**src/rtl/alm_pkg.sv**
```systemverilog
// Package: shared field layout and status bit positions for the alarm unit.
// Assumes one byte per time field; bit 7 of an alarm field is its enable.
package alm_pkg;
    localparam int FIELD_W    = 8;
    localparam int NUM_FIELDS = 6;
    localparam int NUM_ALARMS = 2;
    localparam int VEC_W      = FIELD_W * NUM_FIELDS;

    // Field slot indices inside a packed time or alarm vector
    localparam int F_SEC  = 0;
    localparam int F_MIN  = 1;
    localparam int F_HOUR = 2;
    localparam int F_DATE = 3;
    localparam int F_MON  = 4;
    localparam int F_DOW  = 5;

    // Status byte bit positions
    localparam int ST_PWRLOSS = 0;
    localparam int ST_ALM0    = 4;
    localparam int ST_ALM1    = 5;
    localparam int ST_DSTADJ  = 6;

    localparam logic [7:0] STATUS_RESET = 8'h01;
endpackage

```
**src/rtl/alarm_match.sv**
```systemverilog
// Module: alarm_match
// Compares one alarm setting with the live time. A field takes part only
// when its top bit is set; an alarm with no field enabled never matches.
// Assumes time and alarm vectors share the same packing. Purely combinational.
module alarm_match #(
    parameter int FW = 8,
    parameter int NF = 6
) (
    input  logic [FW*NF-1:0] now_i,
    input  logic [FW*NF-1:0] cfg_i,
    output logic             match_o
);
    localparam int VW = FW - 1;

    logic [NF-1:0] en_w;
    logic [NF-1:0] ok_w;

    for (genvar f = 0; f < NF; f++) begin : g_field
        // Per field: enable bit and value equality of the lower bits
        assign en_w[f] = cfg_i[f*FW + FW - 1];
        assign ok_w[f] = !en_w[f] || (now_i[f*FW +: VW] == cfg_i[f*FW +: VW]);
    end

    // Match needs at least one enabled field and every enabled field equal
    always_comb begin
        match_o = (|en_w) && (&ok_w);
    end
endmodule

```
**src/rtl/status_flags.sv**
```systemverilog
// Module: status_flags
// Holds the status byte: alarm flags with write-to-clear and read auto-clear,
// the power-loss flag and the daylight-adjusted flag.
// Assumes single-cycle strobes and a read start before each read completion.
module status_flags
    import alm_pkg::*;
#(
    parameter int NA = 2
) (
    input  logic          clk,
    input  logic          rst_n,
    input  logic [NA-1:0] hit_i,
    input  logic          wr_en_i,
    input  logic [7:0]    wr_data_i,
    input  logic          rd_start_i,
    input  logic          rd_done_i,
    input  logic          arst_i,
    input  logic          time_wr_i,
    input  logic          dst_en_i,
    input  logic          dst_fwd_i,
    input  logic          dst_rev_i,
    output logic [7:0]    status_o
);
    logic [NA-1:0] alm_q;
    logic [NA-1:0] seen_q;
    logic [NA-1:0] alm_d;
    logic [NA-1:0] wr_keep_w;
    logic          pwrloss_q;
    logic          dstadj_q;

    assign wr_keep_w = {wr_data_i[ST_ALM1], wr_data_i[ST_ALM0]};

    // Next alarm flags: clear by write or auto-clear, then set by hits
    always_comb begin
        alm_d = alm_q;
        if (wr_en_i) begin
            alm_d = alm_d & wr_keep_w;
        end
        if (rd_done_i && arst_i) begin
            alm_d = alm_d & ~seen_q;
        end
        alm_d = alm_d | hit_i;
    end

    // Alarm flag register
    always_ff @(posedge clk) begin
        if (!rst_n) begin
            alm_q <= '0;
        end else begin
            alm_q <= alm_d;
        end
    end

    // Snapshot of flags the reader observed when its read began
    always_ff @(posedge clk) begin
        if (!rst_n) begin
            seen_q <= '0;
        end else if (rd_start_i) begin
            seen_q <= alm_q;
        end else if (rd_done_i) begin
            seen_q <= '0;
        end
    end

    // Power-loss flag: set by reset, cleared by the first time write
    always_ff @(posedge clk) begin
        if (!rst_n) begin
            pwrloss_q <= STATUS_RESET[ST_PWRLOSS];
        end else if (time_wr_i) begin
            pwrloss_q <= 1'b0;
        end
    end

    // Daylight-adjusted flag: disable wins, then events, then forced set
    always_ff @(posedge clk) begin
        if (!rst_n) begin
            dstadj_q <= 1'b0;
        end else if (!dst_en_i) begin
            dstadj_q <= 1'b0;
        end else if (dst_fwd_i) begin
            dstadj_q <= 1'b1;
        end else if (dst_rev_i) begin
            dstadj_q <= 1'b0;
        end else if (wr_en_i && wr_data_i[ST_DSTADJ]) begin
            dstadj_q <= 1'b1;
        end
    end

    // Assemble the status byte; unused bits read zero
    always_comb begin
        status_o             = '0;
        status_o[ST_PWRLOSS] = pwrloss_q;
        status_o[ST_ALM0]    = alm_q[0];
        status_o[ST_ALM1]    = alm_q[NA-1];
        status_o[ST_DSTADJ]  = dstadj_q;
    end
endmodule

```
**src/rtl/irq_driver.sv**
```systemverilog
// Module: irq_driver
// Drives the active-low interrupt: in pulse mode a low pulse lasting PULSE_MS
// millisecond ticks after each trigger, in level mode the inverted level input.
// Assumes the trigger is already qualified by mode and per-alarm enables.
module irq_driver #(
    parameter int PULSE_MS = 250
) (
    input  logic clk,
    input  logic rst_n,
    input  logic ms_tick_i,
    input  logic trigger_i,
    input  logic pulse_mode_i,
    input  logic level_i,
    output logic irq_n_o
);
    localparam int CW = $clog2(PULSE_MS + 1);
    localparam logic [CW-1:0] LOAD = CW'(PULSE_MS);

    logic [CW-1:0] left_q;

    // Remaining pulse length in ms; a trigger reloads it
    always_ff @(posedge clk) begin
        if (!rst_n) begin
            left_q <= '0;
        end else if (trigger_i) begin
            left_q <= LOAD;
        end else if (ms_tick_i && (left_q != '0)) begin
            left_q <= left_q - 1'b1;
        end
    end

    // Output selection by interrupt mode
    always_comb begin
        irq_n_o = pulse_mode_i ? (left_q == '0) : !level_i;
    end
endmodule

```
**src/rtl/alarm_status_unit.sv**
```systemverilog
// Module: alarm_status_unit (top)
// Matches the live time against two alarm settings on each one-second
// update, keeps the status byte and drives the active-low interrupt.
// Assumes single-cycle strobes and synchronous active-low reset.
module alarm_status_unit
    import alm_pkg::*;
#(
    parameter int PULSE_MS = 250
) (
    input  logic             clk,
    input  logic             rst_n,
    input  logic             sec_tick,
    input  logic             ms_tick,
    input  logic [VEC_W-1:0] tm_fields,
    input  logic [VEC_W-1:0] alm0_cfg,
    input  logic [VEC_W-1:0] alm1_cfg,
    input  logic             ctl_arst,
    input  logic             ctl_im,
    input  logic             ctl_ale0,
    input  logic             ctl_ale1,
    input  logic             sr_wr_en,
    input  logic [7:0]       sr_wr_data,
    input  logic             sr_rd_start,
    input  logic             sr_rd_done,
    input  logic             time_wr,
    input  logic             dst_enable,
    input  logic             dst_fwd,
    input  logic             dst_rev,
    output logic [7:0]       status_o,
    output logic             irq_n
);
    logic [VEC_W-1:0]      cfg_w [NUM_ALARMS];
    logic [NUM_ALARMS-1:0] match_w;
    logic [NUM_ALARMS-1:0] hit_w;
    logic [NUM_ALARMS-1:0] ale_w;
    logic                  trigger_w;
    logic                  level_w;

    assign cfg_w[0] = alm0_cfg;
    assign cfg_w[1] = alm1_cfg;
    assign ale_w    = {ctl_ale1, ctl_ale0};

    for (genvar a = 0; a < NUM_ALARMS; a++) begin : g_alarm
        alarm_match #(
            .FW(FIELD_W),
            .NF(NUM_FIELDS)
        ) match_i (
            .now_i  (tm_fields),
            .cfg_i  (cfg_w[a]),
            .match_o(match_w[a])
        );
        // A match counts only on the one-second update
        assign hit_w[a] = sec_tick && match_w[a];
    end

    status_flags #(
        .NA(NUM_ALARMS)
    ) flags_i (
        .clk       (clk),
        .rst_n     (rst_n),
        .hit_i     (hit_w),
        .wr_en_i   (sr_wr_en),
        .wr_data_i (sr_wr_data),
        .rd_start_i(sr_rd_start),
        .rd_done_i (sr_rd_done),
        .arst_i    (ctl_arst),
        .time_wr_i (time_wr),
        .dst_en_i  (dst_enable),
        .dst_fwd_i (dst_fwd),
        .dst_rev_i (dst_rev),
        .status_o  (status_o)
    );

    // Interrupt sources qualified by per-alarm enables
    always_comb begin
        trigger_w = ctl_im && (|(hit_w & ale_w));
        level_w   = (status_o[ST_ALM0] && ctl_ale0) || (status_o[ST_ALM1] && ctl_ale1);
    end

    irq_driver #(
        .PULSE_MS(PULSE_MS)
    ) irq_i (
        .clk         (clk),
        .rst_n       (rst_n),
        .ms_tick_i   (ms_tick),
        .trigger_i   (trigger_w),
        .pulse_mode_i(ctl_im),
        .level_i     (level_w),
        .irq_n_o     (irq_n)
    );
endmodule

```
**config.mk**
```make
export PLATFORM = sky130hd
export DESIGN_NAME = alarm_status_unit
export DESIGN_NICKNAME = d
export VERILOG_FILES = /design/src/rtl/alm_pkg.sv /design/src/rtl/alarm_match.sv /design/src/rtl/status_flags.sv /design/src/rtl/irq_driver.sv /design/src/rtl/alarm_status_unit.sv
export SDC_FILE = /design/constraint.sdc
export NUM_CORES = 1
export LEC_CHECK = 0
export BUFFER_PORTS_ARGS = -buffer_cell sky130_fd_sc_hd__buf_2
export CORE_ASPECT_RATIO = 1.5
export CORE_MARGIN = 5
export CORE_UTILIZATION = 30
export CTS_BUF_LIST = sky130_fd_sc_hd__clkbuf_16
export CTS_CLUSTER_SIZE = 14
export DETAILED_ROUTE_END_ITERATION = 7
export PLACE_DENSITY = 0.7
export SKIP_LAST_GASP = 1
export SYNTH_ARGS = -nofsm -noshare
export SYNTH_HDL_FRONTEND = slang
export SYNTH_SLANG_ARGS = --single-unit
```
**constraint.sdc**
```tcl
create_clock -name clk -period 3.1 [get_ports clk]
set_clock_uncertainty 0.05 [all_clocks]
set_input_delay 0.93 -clock clk [delete_from_list [all_inputs] [get_ports clk]]
set_output_delay 0.93 -clock clk [all_outputs]
set_load 0.005 [all_outputs]
```
==> results_tabular.tex, run 1 <==
\begin{tabular}{lr}
\hline
Metric & Value \\
\hline
\multicolumn{2}{l}{\textbf{Outcome}} \\
\quad Result of the run & finished, final reports clean \\
\multicolumn{2}{l}{\textbf{Floorplanning}} \\
\quad Starting density of the core & 31.0\% \\
\quad Ports placed on the boundary & 176 \\
\quad Die ar. & 7310 um2 \\
\quad Number of standard-cell rows in the floorplan & 33 \\
\quad Die width & 71.5 um \\
\quad Vertical die dimension & 102 um \\
\quad Core Box Area & 5490 um2 \\
\multicolumn{2}{l}{\textbf{Placed design}} \\
\quad Setup Slack @ Placement & 238 ps \\
\quad Final GP Congestion & 0.819 \\
\quad Port bufs & 160 \\
\quad HPWL reported at the end of detailed placement & 5740 um \\
\multicolumn{2}{l}{\textbf{Route}} \\
\quad Sum of met2 wire segment lengths after detailed routing & 3500 um \\
\quad Initial detailed-routing violation count & 46 \\
\quad Total DRC errors in the routed layout & 0 \\
\quad Pre-antenna DRT Iters & 4 \\
\quad Number of vias per cell & 4.81 \\
\quad Detailed-routing wirelength on met1 & 2070 um \\
\quad Wire length on met3 & 707 um \\
\quad Highest metal layer with signal wires & met4 \\
\quad Detailed-route wire length & 6320 um \\
\quad Total number of vias & 2046 \\
\quad Routed wire per std cell & 14.9 um \\
\quad Final ANT Viol Nets & 0 \\
\multicolumn{2}{l}{\textbf{STA}} \\
\quad Setup-violating endpoint count in the final report & 0 \\
\quad RSZ-0062 raised after global routing & false \\
\quad Highest achievable clock rate & 391 MHz \\
\quad Fin Hold WS & 415 ps \\
\quad Count of endpoints failing hold in the final timing report & 0 \\
\quad Worst-case setup margin in the final layout & 540 ps \\
\quad Slew @ Worst Pin & 504 ps \\
\quad Final-layout setup total negative slack & 0 ps \\
\quad Remaining max-slew budget at the tightest pin & 66.0\% \\
\quad Period utilisation layout & 82.6\% \\
\quad Final Slew Violations & 0 \\
\quad Post-layout minimum cycle time & 2560 ps \\
\multicolumn{2}{l}{\textbf{GRT}} \\
\quad Initial antenna violation count & 0 \\
\quad First-pass GRT wire length & 9570 um \\
\quad Largest net degree at the start of global routing & 15 \\
\quad Grt ovf & 0 \\
\quad All-Layer GR Usage & 16.4\% \\
\quad Number of global-route vias before repair & 2150 \\
\multicolumn{2}{l}{\textbf{Synthesis}} \\
\quad Leading area contributor after synthesis & sky130\_fd\_sc\_hd\_\_xnor2\_1 \\
\quad Post-synthesis instance total & 195 \\
\quad Register bit total from synthesis & 14 \\
\quad Fraction of the yosys area taken by sequential cells & 16.5\% \\
\quad Synthesized area & 1700 um2 \\
\quad Number of library cell types mapped by synthesis & 35 \\
\quad Dominant cells by area after synthesis & sky130\_fd\_sc\_hd\_\_xnor2\_1, sky130\_fd\_sc\_hd\_\_xor2\_1, sky130\_fd\_sc\_hd\_\_dfxtp\_1 \\
\quad Synth Warn \# & 0 \\
\quad Fraction of post-synthesis cell area in the top cell type by area & 27.3\% \\
\quad Synthesized area per cell & 8.73 um2 \\
\multicolumn{2}{l}{\textbf{Critical path}} \\
\quad Stage delay of the slowest cell on the critical path & 490 ps \\
\quad Required @ worst endpoint & 3190 ps \\
\quad Flop2flop setup slack & 1080 ps \\
\quad Critical path, cell by cell & buf\_2, xnor2\_1, nand4\_1, o41ai\_1, nand4\_1, o32a\_1, and3\_1 \\
\quad Maximum net fanout on the critical path & 8 \\
\quad Critical Setup Path Class & input port to register \\
\quad Critical Path Most Common Cell & sky130\_fd\_sc\_hd\_\_nand4\_1 \\
\quad Delay-heaviest family, CP & compound AO/OA/AOI/OAI gates \\
\quad Arr. time, crit path & 2650 ps \\
\quad Kind of launch point of the worst setup path & input port \\
\quad Worst-path cell with the longest stage delay & sky130\_fd\_sc\_hd\_\_o32a\_1 \\
\quad Buffers plus inverters on the worst setup path & 1 \\
\quad Crit end category & register \\
\multicolumn{2}{l}{\textbf{Power}} \\
\quad Power density of the placed cells & 418 nW/um2 \\
\quad Maximum resistive drop on vdd & 0.000361 V \\
\quad Leakage component of the power & 1.23 nW \\
\multicolumn{2}{l}{\textbf{Clock tree}} \\
\quad CTS Hold Bufs & 0 \\
\quad Num CTS Buffers & 3 \\
\quad Root buf cell & sky130\_fd\_sc\_hd\_\_clkbuf\_16 \\
\quad Clock Path Buffers & 2 \\
\quad Buffer count from post-CTS setup fixing & 0 \\
\quad Number of sinks handled by clock tree synthesis & 14 \\
\quad CTS resizes & 0 \\
\quad Clock latency on the worst-skew pair & 240 ps \\
\quad TritonCTS clock tree & built \\
\quad Level count of the clock H-tree & 1 \\
\quad Clock-pin slew reported for the worst setup and hold paths after clock tree synthesis & 50 ps \\
\multicolumn{2}{l}{\textbf{Min path}} \\
\quad Type of the worst min-delay path & register to register \\
\multicolumn{2}{l}{\textbf{Run}} \\
\quad Max-capacitance violation count & 0 \\
\multicolumn{2}{l}{\textbf{Final layout}} \\
\quad Fraction of final layout cells sized beyond drive strength 1 & 47.0\% \\
\quad Fin nets & 524 \\
\quad Antenna cells & 0 \\
\quad Post-layout util & 47.9\% \\
\quad Layout area overhead & 54.6\% \\
\quad Top library cells by usage in the layout, fill and taps aside & sky130\_fd\_sc\_hd\_\_buf\_2, sky130\_fd\_sc\_hd\_\_xnor2\_1, sky130\_fd\_sc\_hd\_\_xor2\_1, sky130\_fd\_sc\_hd\_\_nand4\_1, sky130\_fd\_sc\_hd\_\_dfxtp\_1 \\
\quad Most common cell after layout, fill and taps aside & sky130\_fd\_sc\_hd\_\_buf\_2 \\
\hline
\end{tabular}
## layout make-up
type	instances	area (um2)
flip-flops and latches	14	280
fillers	537	2860
inverters	5	18.8
multi-input cells	172	1370
clock buffers	3	75.1
well taps	70	87.6
repair buffers	160	801
clock inverters	1	3.75
## flip-flops by register name, indices dropped and copies added, names as in the netlist
register	cells
flags_i.alm_q	2
flags_i.seen_q	2
flags_i.pwrloss_q	1
irq_i.left_q	8
flags_i.dstadj_q	1
## worst reg2reg max path, stage by stage (launching register included)
cell	delay (ps)
sky130_fd_sc_hd__dfxtp_1	360
sky130_fd_sc_hd__inv_1	60
sky130_fd_sc_hd__ha_1	190
sky130_fd_sc_hd__or2b_2	230
sky130_fd_sc_hd__o41ai_4	120
sky130_fd_sc_hd__or4_4	460
sky130_fd_sc_hd__nor3_1	200
sky130_fd_sc_hd__xnor2_1	150
sky130_fd_sc_hd__a21boi_1	80
## cells in the mapped netlist
master	instances
sky130_fd_sc_hd__or3_4	1
sky130_fd_sc_hd__dfxtp_1	14
sky130_fd_sc_hd__clkbuf_1	1
sky130_fd_sc_hd__conb_1	1
sky130_fd_sc_hd__o211a_1	1
sky130_fd_sc_hd__o21ai_0	5
sky130_fd_sc_hd__buf_4	6
sky130_fd_sc_hd__or4_1	2
sky130_fd_sc_hd__nor2b_1	2
sky130_fd_sc_hd__xor2_1	37
sky130_fd_sc_hd__a31oi_1	2
sky130_fd_sc_hd__or4_4	1
sky130_fd_sc_hd__o31a_1	2
sky130_fd_sc_hd__nor2_1	3
sky130_fd_sc_hd__nand4_1	14
sky130_fd_sc_hd__a21boi_0	4
sky130_fd_sc_hd__nand4b_1	1
sky130_fd_sc_hd__inv_1	5
sky130_fd_sc_hd__nor3b_1	3
sky130_fd_sc_hd__o21a_1	2
sky130_fd_sc_hd__or2b_2	1
sky130_fd_sc_hd__ha_1	1
sky130_fd_sc_hd__o41ai_1	12
sky130_fd_sc_hd__a21boi_1	2
sky130_fd_sc_hd__o41ai_4	1
sky130_fd_sc_hd__a21oi_1	4
sky130_fd_sc_hd__xnor2_1	53
sky130_fd_sc_hd__a221oi_1	1
sky130_fd_sc_hd__nand2_1	2
sky130_fd_sc_hd__o32a_1	1
sky130_fd_sc_hd__a21o_1	1
sky130_fd_sc_hd__nand3_1	2
sky130_fd_sc_hd__nor3_1	4
sky130_fd_sc_hd__and3_1	2
sky130_fd_sc_hd__nor4_1	1
## worst paths after layout
| kind | from | cells past startpoint | end |
|---|---|---|---|
| setup reg to reg | irq_i.left_q[0]$_SDFFE_PP0P_ | 8 | irq_i.left_q[7]$_SDFFE_PN0P_ |
| hold reg to reg | flags_i.pwrloss_q$_SDFFE_PN1P_ | 2 | flags_i.pwrloss_q$_SDFFE_PN1P_ |
| setup / recovery | alm0_cfg[22] | 7 | irq_i.left_q[0]$_SDFFE_PP0P_ |
| hold / removal | flags_i.pwrloss_q$_SDFFE_PN1P_ | 2 | flags_i.pwrloss_q$_SDFFE_PN1P_ |
## through the flow
| stage | instance area (um2) | instances | total power, mW |
|---|---|---|---|
| 2_1_floorplan | 1710 | 198 | 0.667 |
| 3_3_place_gp | 2550 | 421 | 0.843 |
| 3_5_place_dp | 2550 | 421 | 0.858 |
| 4_1_cts | 2630 | 425 | 1.11 |
| 5_1_grt | 2630 | 425 | 1.19 |
| 6_report | 2630 | 425 | 1.10 |
## cells by family (layout without fill, tap and decap cells)
kind of cell	Yosys count	after routing	synth area share (%)
xor+xnor	90	90	46.3
compound gates	38	38	17.9
buf+inv	12	169	3.97
other cells	1	4	0.220
simple gates	39	39	14.4
flops	14	14	16.5
fa+ha+maj	1	1	0.735
## where the power goes
| part | internal [mW] | switching (mW) | leakage (nW) | total (mW) |
|---|---|---|---|---|
| logic | 0.309 | 0.260 | 1.08 | 0.569 |
| registers | 0.235 | 0.0512 | 0.115 | 0.286 |
| clock network | 0.170 | 0.0741 | 0.0385 | 0.245 |
| total | 0.714 | 0.385 | 1.23 | 1.10 |
## metal layers
layer / track usage, % / vias to the layer above
li1: - / 1015
met1: 16.5 / 922
met2: 33.1 / 104
met3: 4.04 / 5
met4: 3.47 / 0
met5: 0 / -
(Power assumes the default switching activity.)
==> run 2: changes to the inputs <==
--- a/config.mk
+++ b/config.mk
@@ -5,6 +5,7 @@
 export SDC_FILE = /design/constraint.sdc
 export NUM_CORES = 1
 export LEC_CHECK = 0
+export ABC_AREA = 1
 export BUFFER_PORTS_ARGS = -buffer_cell sky130_fd_sc_hd__buf_2
 export CORE_ASPECT_RATIO = 1.5
 export CORE_MARGIN = 5
@@ -12,7 +13,6 @@
 export CTS_BUF_LIST = sky130_fd_sc_hd__clkbuf_16
 export CTS_CLUSTER_SIZE = 14
 export DETAILED_ROUTE_END_ITERATION = 7
-export PLACE_DENSITY = 0.7
 export SKIP_LAST_GASP = 1
 export SYNTH_ARGS = -nofsm -noshare
 export SYNTH_HDL_FRONTEND = slang
==> constraint.sdc (replaced) <==
create_clock -name clk -period 2.6 [get_ports clk]
set_clock_uncertainty 0.05 [all_clocks]
set_input_delay 0.78 -clock clk [delete_from_list [all_inputs] [get_ports clk]]
set_output_delay 0.78 -clock clk [all_outputs]
set_load 0.005 [all_outputs]
==> run 2 against run 1 <==
  * Combinational power grew 26%
  * Largest power group unchanged
  * Die area is 25% higher
  * Critical path depth increased by 2
  * Routed wire length rose by 5.7%
  * Largest cell class unchanged
  * Clock power up 14%
  * First-iteration DRC count grew 24%
==> results_tabular.tex, run 2 <==
\begin{tabular}{lr}
\hline
Metric & Value \\
\hline
\multicolumn{2}{l}{\textbf{Synthesis}} \\
\quad Synthesized area & 2190 um2 (was 1700 um2) \\
\quad Most frequently used cell type in the post-synthesis netlist & sky130\_fd\_sc\_hd\_\_nand2\_1 (was sky130\_fd\_sc\_hd\_\_xnor2\_1) \\
\quad Dominant cells by area after synthesis & sky130\_fd\_sc\_hd\_\_nand2\_1, sky130\_fd\_sc\_hd\_\_xnor2\_1, sky130\_fd\_sc\_hd\_\_inv\_1 (was sky130\_fd\_sc\_hd\_\_xnor2\_1, sky130\_fd\_sc\_hd\_\_xor2\_1, sky130\_fd\_sc\_hd\_\_dfxtp\_1) \\
\quad Prevailing post-synth register cell & sky130\_fd\_sc\_hd\_\_dfxtp\_1 (unchanged) \\
\quad Synth Warn \# & 0 (unchanged) \\
\quad Post-synthesis instance total & 416 (was 195) \\
\quad Fraction of post-synthesis cell area in the top cell type by area & 28.6\% (was 27.3\%) \\
\quad EDFF count, synth & 0 (unchanged) \\
\quad Fraction of the yosys area taken by sequential cells & 12.8\% (was 16.5\%) \\
\quad Register bit total from synthesis & 14 (unchanged) \\
\quad Most numerous cell types in the synthesized netlist & sky130\_fd\_sc\_hd\_\_nand2\_1, sky130\_fd\_sc\_hd\_\_inv\_1, sky130\_fd\_sc\_hd\_\_nor2\_1 (was sky130\_fd\_sc\_hd\_\_xnor2\_1, sky130\_fd\_sc\_hd\_\_xor2\_1, sky130\_fd\_sc\_hd\_\_dfxtp\_1, sky130\_fd\_sc\_hd\_\_nand4\_1, sky130\_fd\_sc\_hd\_\_o41ai\_1) \\
\quad Fraction of registers with async set/reset & 0\% (unchanged) \\
\quad Number of library cell types mapped by synthesis & 26 (was 35) \\
\quad Synthesized area per cell & 5.27 um2 (was 8.73 um2) \\
\quad Leading area contributor after synthesis & sky130\_fd\_sc\_hd\_\_nand2\_1 (was sky130\_fd\_sc\_hd\_\_xnor2\_1) \\
\multicolumn{2}{l}{\textbf{Final layout}} \\
\quad Most flops, register & irq\_i.left\_q (unchanged) \\
\quad Antenna cells & 0 (unchanged) \\
\quad Total area of multi-input combinational cells & 1560 um2 (was 1370 um2) \\
\quad Fin nets & 746 (was 524) \\
\quad Fraction of final layout cells sized beyond drive strength 1 & 30.7\% (was 47.0\%) \\
\quad Number of flip-flops under the largest register name & 8 (unchanged) \\
\quad Layout area overhead & 44.1\% (was 54.6\%) \\
\quad Most common cell after layout, fill and taps aside & sky130\_fd\_sc\_hd\_\_nand2\_1 (was sky130\_fd\_sc\_hd\_\_buf\_2) \\
\quad Top library cells by usage in the layout, fill and taps aside & sky130\_fd\_sc\_hd\_\_nand2\_1, sky130\_fd\_sc\_hd\_\_buf\_2, sky130\_fd\_sc\_hd\_\_inv\_1, sky130\_fd\_sc\_hd\_\_nor2\_1, sky130\_fd\_sc\_hd\_\_xnor2\_1 (was sky130\_fd\_sc\_hd\_\_buf\_2, sky130\_fd\_sc\_hd\_\_xnor2\_1, sky130\_fd\_sc\_hd\_\_xor2\_1, sky130\_fd\_sc\_hd\_\_nand4\_1, sky130\_fd\_sc\_hd\_\_dfxtp\_1) \\
\quad Storage cell area & 280 um2 (unchanged) \\
\quad Filler cells & 766 (was 537) \\
\quad Top flop regs & irq\_i.left\_q x8, flags\_i.alm\_q x2, flags\_i.seen\_q x2 (unchanged) \\
\multicolumn{2}{l}{\textbf{Clock tree}} \\
\quad Buffer count from post-CTS setup fixing & 0 (unchanged) \\
\quad Level count of the clock H-tree & 1 (unchanged) \\
\quad Clock latency on the worst-skew pair & 240 ps (about the same) \\
\quad CTS resizes & 0 (unchanged) \\
\quad TritonCTS clock tree & built (unchanged) \\
\quad Clock Path Buffers & 2 (unchanged) \\
\quad Number of sinks handled by clock tree synthesis & 14 (unchanged) \\
\quad CTS Hold Bufs & 0 (unchanged) \\
\quad Num CTS Buffers & 3 (unchanged) \\
\quad Clock-pin slew reported for the worst setup and hold paths after clock tree synthesis & 40 ps (was 50 ps) \\
\quad Root buf cell & sky130\_fd\_sc\_hd\_\_clkbuf\_16 (unchanged) \\
\multicolumn{2}{l}{\textbf{Route}} \\
\quad Routed wire per std cell & 9.88 um (was 14.9 um) \\
\quad Total number of vias & 2722 (was 2046) \\
\quad Number of vias per cell & 4.03 (was 4.81) \\
\quad Initial detailed-routing violation count & 57 (was 46) \\
\quad Pre-antenna DRT Iters & 4 (unchanged) \\
\quad Total DRC errors in the routed layout & 0 (unchanged) \\
\quad Final ANT Viol Nets & 0 (unchanged) \\
\quad Detailed-route wire length & 6680 um (was 6320 um) \\
\multicolumn{2}{l}{\textbf{Min path}} \\
\quad Type of the worst min-delay path & register to register (unchanged) \\
\multicolumn{2}{l}{\textbf{STA}} \\
\quad Worst-case setup margin in the final layout & 317 ps (was 540 ps) \\
\quad Count of endpoints failing hold in the final timing report & 0 (unchanged) \\
\quad RSZ-0062 raised after global routing & false (unchanged) \\
\quad Setup-violating endpoint count in the final report & 0 (unchanged) \\
\quad Period utilisation layout & 87.8\% \\
\quad Final-layout setup total negative slack & 0 ps (unchanged) \\
\quad Fin Hold WS & 403 ps (was 415 ps) \\
\quad Highest achievable clock rate & 438 MHz \\
\quad Post-layout minimum cycle time & 2280 ps \\
\quad Final Slew Violations & 0 (unchanged) \\
\multicolumn{2}{l}{\textbf{Critical path}} \\
\quad Arr. time, crit path & 1450 ps (was 2650 ps) \\
\quad Kind of launch point of the worst setup path & register (was input port) \\
\quad Crit end category & primary output (was register) \\
\quad Critical Setup Path Class & register to primary output (was input port to register) \\
\quad Maximum net fanout on the critical path & 3 (was 8) \\
\quad Required @ worst endpoint & 1770 ps (was 3190 ps) \\
\multicolumn{2}{l}{\textbf{Power}} \\
\quad Share of total power consumed by net switching & 38.4\% (was 35.0\%) \\
\quad Post-route total power & 1.30 mW (was 1.10 mW) \\
\quad Part of the total power dissipated in combinational logic & 54.9\% (was 51.7\%) \\
\quad Power density of the placed cells & 412 nW/um2 (was 418 nW/um2) \\
\quad Maximum resistive drop on vdd & 0.000249 V (was 0.000361 V) \\
\quad Net switching power figure & 0.500 mW (was 0.385 mW) \\
\quad Register share of total power & 23.6\% (was 26.0\%) \\
\quad Leakage component of the power & 1.95 nW (was 1.23 nW) \\
\quad Internal power summed over all cells & 0.802 mW (was 0.714 mW) \\
\quad Clock Power Share & 21.4\% (was 22.2\%) \\
\multicolumn{2}{l}{\textbf{Floorplanning}} \\
\quad Ports placed on the boundary & 176 (unchanged) \\
\quad Die width & 79.8 um (was 71.5 um) \\
\quad Core Box Area & 7180 um2 (was 5490 um2) \\
\quad Number of standard-cell rows in the floorplan & 38 (was 33) \\
\quad Vertical die dimension & 115 um (was 102 um) \\
\quad Starting density of the core & 30.6\% (was 31.0\%) \\
\quad Die ar. & 9160 um2 (was 7310 um2) \\
\multicolumn{2}{l}{\textbf{Placed design}} \\
\quad HPWL reported at the end of detailed placement & 6270 um (was 5740 um) \\
\quad Final GP Congestion & 0.810 (was 0.819) \\
\quad Port bufs & 160 (unchanged) \\
\quad Setup Slack @ Placement & 409 ps (was 238 ps) \\
\multicolumn{2}{l}{\textbf{GRT}} \\
\quad Grt ovf & 0 (unchanged) \\
\quad First-pass GRT wire length & 10700 um (was 9570 um) \\
\quad All-Layer GR Usage & 14.4\% (was 16.4\%) \\
\quad Number of global-route vias before repair & 2636 (was 2150) \\
\quad Initial antenna violation count & 0 (unchanged) \\
\quad Largest net degree at the start of global routing & 11 (was 15) \\
\multicolumn{2}{l}{\textbf{Run}} \\
\quad Max-capacitance violation count & 0 (unchanged) \\
\multicolumn{2}{l}{\textbf{Outcome}} \\
\quad Result of the run & finished, final reports clean (unchanged) \\
\hline
\end{tabular}
[run 2: changes by cell type after synthesis, moves of 4 or more]
cell / before / now
sky130_fd_sc_hd__a21oi_1: 4 / 11
sky130_fd_sc_hd__nand3_1: 2 / 15
sky130_fd_sc_hd__xnor2_1: 53 / 36
sky130_fd_sc_hd__a21boi_0: 4 / 0
sky130_fd_sc_hd__nor3_1: 4 / 0
sky130_fd_sc_hd__inv_2: 0 / 6
sky130_fd_sc_hd__nor2_1: 3 / 44
sky130_fd_sc_hd__o41ai_1: 12 / 0
sky130_fd_sc_hd__nand2_1: 2 / 167
sky130_fd_sc_hd__xor2_1: 37 / 17
sky130_fd_sc_hd__nand4_1: 14 / 1
sky130_fd_sc_hd__inv_1: 5 / 75
[run 2: critical path: stages (launching register included)]
cell and delay, ps:
sky130_fd_sc_hd__dfxtp_1 380, sky130_fd_sc_hd__inv_1 90, sky130_fd_sc_hd__ha_1 210, sky130_fd_sc_hd__nand2_1 80, sky130_fd_sc_hd__inv_1 60, sky130_fd_sc_hd__nand2_1 100
sky130_fd_sc_hd__nor2_1 50, sky130_fd_sc_hd__nand2_1 40, sky130_fd_sc_hd__o21ai_0 60, sky130_fd_sc_hd__buf_2 130
[run 2: logic make-up (layout without fill, tap and decap cells)]
kind of cell	count (synthesis)	in the layout	synth area share, %
AND/OR/NAND/NOR	233	233	42.2
buffers and inverters	90	247	16.4
XOR/XNOR	53	53	21.2
AO/OA/AOI/OAI	24	24	6.67
flip-flops	14	14	12.8
adder cells (fa/ha/maj)	1	1	0.570
other	1	4	0.171
[run 2: area by class of cell]
type                            instances  area share, %
Tap cell                              100           3.96
Clock buffer                            3           2.38
Multi-Input combinational cell        315           49.5
Timing Repair Buffer                  160           25.3
Inverter                               84           9.98
Sequential cell                        14           8.87
[run 2: per-stage QoR]
step / util [%] / area [um2] / std cells
after floorplan: - / 2200 / 419
after global placement: 43.0 / 3090 / 673
after detailed placement: 43.0 / 3090 / 673
after CTS: 44.0 / 3160 / 676
after global routing: 44.0 / 3160 / 676
final: 44.0 / 3160 / 676
[run 2: worst paths after layout]
path / slack, ps / depth (start not counted) / startpoint / end
worst max-delay path: 320 / 9 / irq_i.left_q[0]$_SDFFE_PP0P_ / irq_n
worst min-delay path: 400 / 2 / flags_i.pwrloss_q$_SDFFE_PN1P_ / flags_i.pwrloss_q$_SDFFE_PN1P_
worst max register to register: 800 / 11 / irq_i.left_q[0]$_SDFFE_PP0P_ / irq_i.left_q[5]$_SDFFE_PN0P_
worst min register to register: 400 / 2 / flags_i.pwrloss_q$_SDFFE_PN1P_ / flags_i.pwrloss_q$_SDFFE_PN1P_
[run 2: power by group through the flow]
stage / sequential, mW / clock [mW] / combinational (mW)
final: 0.308 / 0.279 / 0.715
after global routing: 0.317 / 0.295 / 0.838
after CTS: 0.308 / 0.286 / 0.724
after detailed placement: 0.312 / 0 / 0.715
after global placement: 0.309 / 0 / 0.706
after floorplan: 0.304 / 0 / 0.494
[run 2: layer usage]
metal / vias up / track usage (%) / share of wire [%]
met1: 1098 / 14.3 / 35
met5: - / 0 / 0
li1: 1524 / - / -
met4: 0 / 3.27 / 1.1
met2: 93 / 29.1 / 55
met3: 7 / 3.54 / 9.2
